## src/rtl/cmdlink_pkg.sv

```systemverilog
package cmdlink_pkg;

  localparam int BYTE_W  = 8;
  localparam int WORD_W  = 16;
  localparam int ADDR_W  = 4;
  localparam int DATA_W  = 8;
  localparam int HDR_LEN = 5;
  localparam int HDR_IW  = $clog2(HDR_LEN);
  localparam logic [BYTE_W-1:0] END_BYTE = 8'h7E;

  typedef enum logic [1:0] {
    ST_HUNT  = 2'd0,
    ST_HIGH  = 2'd1,
    ST_LOW   = 2'd2
  } parse_st_t;

  function automatic logic [BYTE_W-1:0] hdr_byte(input logic [HDR_IW-1:0] k);
    case (k)
      3'd0:    hdr_byte = 8'h40;
      3'd1:    hdr_byte = 8'h4C;
      3'd2:    hdr_byte = 8'h44;
      3'd3:    hdr_byte = 8'h53;
      default: hdr_byte = END_BYTE;
    endcase
  endfunction

  function automatic logic word_ok(input logic [WORD_W-1:0] w);
    word_ok = !w[15] && !w[7] && (w[6] != w[5]) && (w[14] != w[13]);
  endfunction

  function automatic logic [ADDR_W-1:0] word_addr(input logic [WORD_W-1:0] w);
    word_addr = w[11:8];
  endfunction

  function automatic logic [DATA_W-1:0] word_data(input logic [WORD_W-1:0] w);
    word_data = {w[13:12], w[5:0]};
  endfunction

endpackage

```

## src/rtl/cmdlink_hunter.sv

```systemverilog
module cmdlink_hunter
  import cmdlink_pkg::*;
(
  input  logic              clk,
  input  logic              rst_n,
  input  logic              take,
  input  logic [BYTE_W-1:0] byte_in,
  output logic              hdr_found
);

  logic [HDR_IW-1:0] idx_q;
  logic              match;
  logic              last;

  assign match     = (byte_in == hdr_byte(idx_q));
  assign last      = (idx_q == HDR_IW'(HDR_LEN - 1));
  assign hdr_found = take && match && last;

  always_ff @(posedge clk) begin
    if (!rst_n) begin
      idx_q <= '0;
    end else if (take) begin
      if (match) begin
        idx_q <= last ? '0 : idx_q + 1'b1;
      end else if (byte_in == hdr_byte('0)) begin
        idx_q <= HDR_IW'(1);
      end else begin
        idx_q <= '0;
      end
    end
  end

endmodule

```

## src/rtl/cmdlink_framer.sv

```systemverilog
module cmdlink_framer
  import cmdlink_pkg::*;
(
  input  logic              clk,
  input  logic              rst_n,
  input  logic              rx_valid,
  input  logic [BYTE_W-1:0] rx_byte,
  input  logic              hdr_found,
  output logic              hunting,
  output logic              await_hi,
  output logic              word_done,
  output logic [WORD_W-1:0] word
);

  parse_st_t         st_q;
  logic [BYTE_W-1:0] hi_q;

  assign hunting   = (st_q == ST_HUNT);
  assign await_hi  = (st_q == ST_HIGH);
  assign word_done = rx_valid && (st_q == ST_LOW);
  assign word      = {hi_q, rx_byte};

  always_ff @(posedge clk) begin
    if (!rst_n) begin
      st_q <= ST_HUNT;
      hi_q <= '0;
    end else if (rx_valid) begin
      case (st_q)
        ST_HUNT: if (hdr_found) st_q <= ST_HIGH;
        ST_HIGH: begin
          if (rx_byte == END_BYTE) begin
            st_q <= ST_HUNT;
          end else begin
            hi_q <= rx_byte;
            st_q <= ST_LOW;
          end
        end
        ST_LOW:  st_q <= ST_HIGH;
        default: st_q <= ST_HUNT;
      endcase
    end
  end

endmodule

```

## src/rtl/cmdlink_wordout.sv

```systemverilog
module cmdlink_wordout
  import cmdlink_pkg::*;
(
  input  logic              clk,
  input  logic              rst_n,
  input  logic              word_done,
  input  logic [WORD_W-1:0] word,
  output logic              wr_en,
  output logic [ADDR_W-1:0] wr_addr,
  output logic [DATA_W-1:0] wr_data,
  output logic              bad_word
);

  logic good;
  assign good = word_ok(word);

  always_ff @(posedge clk) begin
    if (!rst_n) begin
      wr_en    <= 1'b0;
      bad_word <= 1'b0;
      wr_addr  <= '0;
      wr_data  <= '0;
    end else begin
      wr_en    <= word_done && good;
      bad_word <= word_done && !good;
      if (word_done && good) begin
        wr_addr <= word_addr(word);
        wr_data <= word_data(word);
      end
    end
  end

endmodule

```

## src/rtl/cmdlink_decoder.sv

```systemverilog
module cmdlink_decoder
  import cmdlink_pkg::*;
(
  input  logic              clk,
  input  logic              rst_n,
  input  logic              rx_valid,
  input  logic [7:0]        rx_byte,
  output logic              wr_en,
  output logic [3:0]        wr_addr,
  output logic [7:0]        wr_data,
  output logic              bad_word
);

  logic              hunting;
  logic              await_hi;
  logic              hdr_found;
  logic              word_done;
  logic [WORD_W-1:0] word;

  cmdlink_hunter u_hunt (
    .clk       (clk),
    .rst_n     (rst_n),
    .take      (rx_valid && hunting),
    .byte_in   (rx_byte),
    .hdr_found (hdr_found)
  );

  cmdlink_framer u_frame (
    .clk       (clk),
    .rst_n     (rst_n),
    .rx_valid  (rx_valid),
    .rx_byte   (rx_byte),
    .hdr_found (hdr_found),
    .hunting   (hunting),
    .await_hi  (await_hi),
    .word_done (word_done),
    .word      (word)
  );

  cmdlink_wordout u_out (
    .clk       (clk),
    .rst_n     (rst_n),
    .word_done (word_done),
    .word      (word),
    .wr_en     (wr_en),
    .wr_addr   (wr_addr),
    .wr_data   (wr_data),
    .bad_word  (bad_word)
  );

endmodule

```

## config.mk

```make
export PLATFORM = sky130hd
export DESIGN_NAME = cmdlink_decoder
export DESIGN_NICKNAME = d
export VERILOG_FILES = /design/src/rtl/cmdlink_pkg.sv /design/src/rtl/cmdlink_hunter.sv /design/src/rtl/cmdlink_framer.sv /design/src/rtl/cmdlink_wordout.sv /design/src/rtl/cmdlink_decoder.sv
export SDC_FILE = /design/constraint.sdc
export NUM_CORES = 1
export LEC_CHECK = 0
export BUFFER_PORTS_ARGS = -buffer_cell sky130_fd_sc_hd__buf_2
export CORE_ASPECT_RATIO = 1.4
export CORE_MARGIN = 4
export CORE_UTILIZATION = 54
export CTS_CLUSTER_DIAMETER = 50
export DETAILED_ROUTE_END_ITERATION = 10
export PLACE_DENSITY = 0.78
export SETUP_SLACK_MARGIN = 0.1
export SYNTH_ARGS = -nofsm -noshare
export SYNTH_HDL_FRONTEND = slang
export SYNTH_SLANG_ARGS = --single-unit
```

## constraint.sdc

```tcl
create_clock -name clk -period 2.2 [get_ports clk]
set_input_delay 0.33 -clock clk [delete_from_list [all_inputs] [get_ports clk]]
set_output_delay 0.33 -clock clk [all_outputs]
set_load 0.005 [all_outputs]
```

==> results.toml, run 1 <==
[critical_path]
crit_family = "simple AND/OR/NAND/NOR gates"
cp.buffers_inverters = 1
r2r_slack_ns = 0.19
max_stage_delay_ns = 0.49
worstSetupEndpointType = "flip-flop"
crit_chain = "inv_1, ha_1, or4_1, o21a_1, o21ai_2, nand4_2, o21ai_0"
cp.arrival_ns = 2.27
cpMaxStageDelayCell = "dfxtp_1"
timing.rr.end = "u_hunt.idx_q[1]"
startpoint_type = "flip-flop"
worst_ep_required_time_ns = 2.46
reg2reg_from = "u_hunt.idx_q[2]"
path_class = "flip-flop to flip-flop"
crit_fanout = 9
rr_worst_depth = 7

[die]
die_area_um2 = 3380
rows = 21
die_h_um = 67.2
core_area_um2 = 2390
die_x_um = 50.3
ios = 25
start_util = 0.565

[final_layout]
multiInputGateArea_um2 = 752
final_nets = 181
antenna_cells = 0
area_growth_pct = 12.1
drive_gt1_frac = 0.207
fillCellCount = 214
final_cell_count_no_fill = 198
regArea_um2 = 541

[timing]
report.final.hold_viol_count = 0
tightest_slew_ns = 0.430
holdWs_ns = 0.303
report.final.slew_viol_count = 0
period_share = 0.915
setup_viol = 0
slew-limit-headroom = 0.713
setup_slack_ns = 0.187
fin_setup_tns_ns = 0
clock_skew_ns = 0.00483
max_freq_mhz = 497
rsz0062_at_grt = "false"
fin_crit_ns = 2.01

[drt]
vias = 1043
route.met3.wl_um = 81
wirelength_mm = 2.67
wl_met2_mm = 1.42
drc_errors = 0
top_layer = "met4"
firstDrtPassIters = 4
wl_met1_mm = 1.11
drt-initial-drc-count = 22
ant_nets = 0
wl_per_cell_um = 13.5
drt-vias-per-instance = 5.27

[hold_path]
min_path_type = "input pin to flip-flop"
min_path_cells = 4
min_from = "rx_byte[7]"
whs_endpoint = "u_out.wr_en"

[clocking]
cts.sinks = 27
clk_pin_slew_ns = 0.14
hold_buffers = 0
root_buffer = "clkbuf_4"
cts_setup_buffers = 0
cts_buffers = 3
clk_path_buf_depth = 2
tritoncts = "done"
cts-resized-gates = 0
insertion_delay_ns = 0.33
cts_htree_levels = 1

[synthesis]
synth-compound-area-share = 0.0685
yosys-top-cells-count = "27 x dfxtp_1, 22 x nor2b_1, 21 x mux2i_1"
synthXorXnorAreaFrac = 0.0324
synthMuxAreaShare = 0.156
synth.yosys.seq_area_share = 0.400
syn_avg_cell_area_um2 = 9.58
synth_warnings = 0
yosys.area_share.adder = 0.0463
yosys.area_share.simple = 0.254
synth_area_leaders = "dfxtp_1 40%, mux2i_1 16%, nor2b_1 10%"
syn_nets = 157
synth-edff-count = 0
synthArstFlopShare = 0
synth_cells = 141
synth.most_common_cell = "dfxtp_1"
synth_seq_cells = 27
ys.flop_type = "dfxtp_1"
synth_top_area_frac = 0.400
synth_top_family_by_area = "simple AND/OR/NAND/NOR gates"
synth.distinct_cells = 34
yosys.area.top_type = "dfxtp_1"
syn-cell-area_um2 = 1350

[power]
irDropWorstVdd_mv = 0.297
powerDensity_nw_per_um2 = 499
power_leakage_uw = 0.000717
power_uw = 756

[run_status]
outcome = "finished clean"

[global_route]
antenna_found_initial = 0
grt_max_degree = 30
grt_first_pass_wirelength_mm = 4.48
grt.total_usage = 0.173
grt_pass1_vias = 1003
grt_overflow = 0

[placed_design]
dpl.hpwl_mm = 2.00
place.gp.congestion = 0.704
pre_cts_ws_ns = 0.249
post-place-cells = 194
portBuffers = 24

[run]
cap_violations = 0
-- report_power, final --
group	switching [uW]	internal [uW]	leakage, uW	total (uW)
sequential	0.0673	489	0.000217	489
combinational	29.4	21.9	0.000485	51.4
clock	144	71.1	0.0000150	215
total	173	582	0.000717	756
-- area by class of cell --
cell class                 instances  area share
timing repair buffer              26      0.0892
multi-input combinational        102       0.496
sequential                        27       0.357
inverter                           5      0.0124
clock buffer                       4      0.0173
tap                               34      0.0281
-- flip-flops by register name (all words and copies together) (netlist names) --
| register | flops |
|---|---|
| u_frame.hi_q | 8 |
| u_out.wr_data | 8 |
| u_out.wr_addr | 4 |
| u_hunt.idx_q | 3 |
| u_frame.st_q | 2 |
| u_out.bad_word | 1 |
| u_out.wr_en | 1 |
-- tightest hold or removal path: cells and delay by family --
kind,cells,cell delay [ns]
buffers and inverters,2,0.17
AND/OR/NAND/NOR,2,0.10
-- layer usage --
layer	vias to the layer above	GRT usage
li1	529	-
met1	484	0.198
met2	23	0.302
met3	7	0.0265
met4	0	0.100
met5	-	0
-- logic make-up (layout without fill, tap and decap cells) --
group           Yosys count  after routing
flops                    27             27
fa+ha+maj                 5              5
buf+inv                  12             35
compound gates           14             14
simple gates             57             57
xor+xnor                  5              5
mux                      21             21
-- metrics by stage --
stage	util	area [um2]
floorplan	-	1350
global placement	0.623	1490
detailed placement	0.623	1490
CTS	0.634	1520
global route	0.634	1520
finish	0.634	1520
-- worst max path at each step --
stage	start	end	cells past startpoint	slack [ns]
floorplan	u_hunt.idx_q[0]	u_hunt.idx_q[0]	7	0.45
global placement	u_hunt.idx_q[2]	u_hunt.idx_q[0]	7	0.38
detailed placement	u_hunt.idx_q[2]	u_hunt.idx_q[1]	7	0.25
CTS	u_hunt.idx_q[2]	u_hunt.idx_q[1]	7	0.19
global route	u_hunt.idx_q[2]	u_hunt.idx_q[1]	7	0.10
finish	u_hunt.idx_q[2]	u_hunt.idx_q[1]	7	0.19
-- cells in the final DEF, fill, tap and decap left out, types with 2 or more instances in the layout --
cell / n
dfxtp_1: 27
buf_2: 24
nor2b_1: 22
mux2i_1: 21
nand2_1: 8
nor2_1: 6
inv_1: 5
xnor2_1: 5
nand3_1: 5
ha_1: 5
nand4b_1: 4
o21ai_0: 4
clkbuf_4: 3
nor3b_1: 2
nor3_1: 2
a21oi_1: 2
buf_4: 2
No activity file was read; power rests on OpenSTA's default activity.
==> inputs of run 2 (changes only) <==
--- a/config.mk
+++ b/config.mk
@@ -6,7 +6,7 @@
 export NUM_CORES = 1
 export LEC_CHECK = 0
 export BUFFER_PORTS_ARGS = -buffer_cell sky130_fd_sc_hd__buf_2
-export CORE_ASPECT_RATIO = 1.4
+export CORE_ASPECT_RATIO = 1.25
 export CORE_MARGIN = 4
 export CORE_UTILIZATION = 54
 export CTS_CLUSTER_DIAMETER = 50
==> run 2 against run 1 <==
Net effect:
- register-to-register slack better by 0.06 ns
- highest routed layer unchanged
- combinational power shrank 1%
- largest cell class unchanged
- largest power group unchanged
- utilization fell by 0.35 points
==> results.toml, run 2 (synthesized netlist as in run 1, its figures left out) <==
[die]
die_h_um = 63.9
core_area_um2 = 2400
die_x_um = 52.7
die_area_um2 = 3370
ios = 25
rows = 20
start_util = 0.563

[timing]
fin_setup_tns_ns = 0
setup_viol = 0
fin_crit_ns = 1.95
report.final.slew_viol_count = 0
max_freq_mhz = 513
period_share = 0.887
tightest_slew_ns = 0.405
rsz0062_at_grt = "false"
slew-limit-headroom = 0.729
clock_skew_ns = 0.00218
report.final.hold_viol_count = 0

[final_layout]
reg_top3 = "u_frame.hi_q x8, u_out.wr_data x8, u_out.wr_addr x4"
final_util = 0.630
area_growth_pct = 12.0
fillCellCount = 222
fin_area_um2 = 1510
final_cell_mix = "27 x dfxtp_1, 24 x buf_2, 22 x nor2b_1"
antenna_cells = 0
drive_gt1_frac = 0.207
final_nets = 181
final_common_cell = "dfxtp_1"

[clocking]
cts_setup_buffers = 0
cts-resized-gates = 0
hold_buffers = 0
clk_pin_slew_ns = 0.13
clk_path_buf_depth = 2
cts_htree_levels = 1
tritoncts = "done"
insertion_delay_ns = 0.32
cts_buffers = 3
cts.sinks = 27
root_buffer = "clkbuf_4"

[power]
irDropWorstVdd_mv = 0.337
powerDensity_nw_per_um2 = 495
power_leakage_uw = 0.000717

[drt]
wirelength_mm = 2.51
drc_errors = 0
firstDrtPassIters = 4
vias = 1031
ant_nets = 0
drt-initial-drc-count = 26
drt-vias-per-instance = 5.23
wl_per_cell_um = 12.7

[critical_path]
max_stage_delay_ns = 0.50
crit_fanout = 9
path_class = "flip-flop to flip-flop"
crit_chain = "inv_1, ha_1, or4_1, o21a_1, o21ai_2, nand4_2, o21ai_0"
cpMaxStageDelayCell = "dfxtp_1"
worst_ep_required_time_ns = 2.45
cp.arrival_ns = 2.20
worstSetupEndpointType = "flip-flop"
startpoint_type = "flip-flop"

[placed_design]
dpl_cell_area_um2 = 1490
portBuffers = 24
place.gp.congestion = 0.709
dpl.hpwl_mm = 1.93

[hold_path]
min_path_type = "input pin to flip-flop"

[global_route]
grt_first_pass_wirelength_mm = 4.31
grt_use_met1 = 0.179
grt_util_met3 = 0.0210
grt_max_degree = 30
grt_pass1_vias = 1023
grt_overflow = 0
antenna_found_initial = 0
grt.total_usage = 0.165
grt_busiest_layer = "met2"
grt_use_met2 = 0.306

[run_status]
outcome = "finished clean"

[run]
cap_violations = 0
## run 2: cell counts in the layout (fill, tap and decap cells not counted)
No cell type changed its count.
## run 2: worst max-delay path, delay by kind of cell, from the launching register on
| family | cells | cell delay [ns] |
|---|---|---|
| fa+ha+maj | 1 | 0.29 |
| simple gates | 2 | 0.55 |
| compound gates | 3 | 0.45 |
| flops | 1 | 0.50 |
| buf+inv | 1 | 0.10 |
## run 2: worst paths after layout
kind / startpoint / endpoint / slack, ns / depth (start not counted)
hold / removal: rx_byte[7] / u_out.wr_en / 0.31 / 4
setup / recovery: u_hunt.idx_q[2] / u_hunt.idx_q[2] / 0.25 / 7
setup reg to reg: u_hunt.idx_q[2] / u_hunt.idx_q[2] / 0.25 / 7
hold reg to reg: u_hunt.idx_q[1] / u_hunt.idx_q[1] / 0.53 / 2
## run 2: per-stage QoR
step / total power [uW] / hold WS [ns] / setup slack (ns) / std cells
2_1_floorplan: 530 / 0.477 / 0.450 / 141
3_3_place_gp: 550 / 0.491 / 0.376 / 193
3_5_place_dp: 551 / 0.504 / 0.284 / 193
4_1_cts: 758 / 0.298 / 0.257 / 197
5_1_grt: 779 / 0.308 / 0.124 / 197
6_report: 749 / 0.310 / 0.249 / 197
## run 2: routing by layer
metal	vias up	share of wire
li1	532	-
met1	484	0.44
met2	11	0.52
met3	4	0.024
met4	0	0.020
met5	-	0
## run 2: layout make-up
| cell class | count | area, um2 | area share |
|---|---|---|---|
| clock buffer | 4 | 26.3 | 0.0174 |
| sequential | 27 | 541 | 0.357 |
| inverter | 5 | 18.8 | 0.0124 |
| multi-input combinational | 102 | 752 | 0.497 |
| tap | 33 | 41.3 | 0.0273 |
| timing repair buffer | 26 | 135 | 0.0893 |
## run 2: report_power, final
| group | internal, uW | switching, uW |
|---|---|---|
| sequential | 489 | 0.0653 |
| clock | 70.9 | 138 |
| combinational | 21.9 | 29.0 |
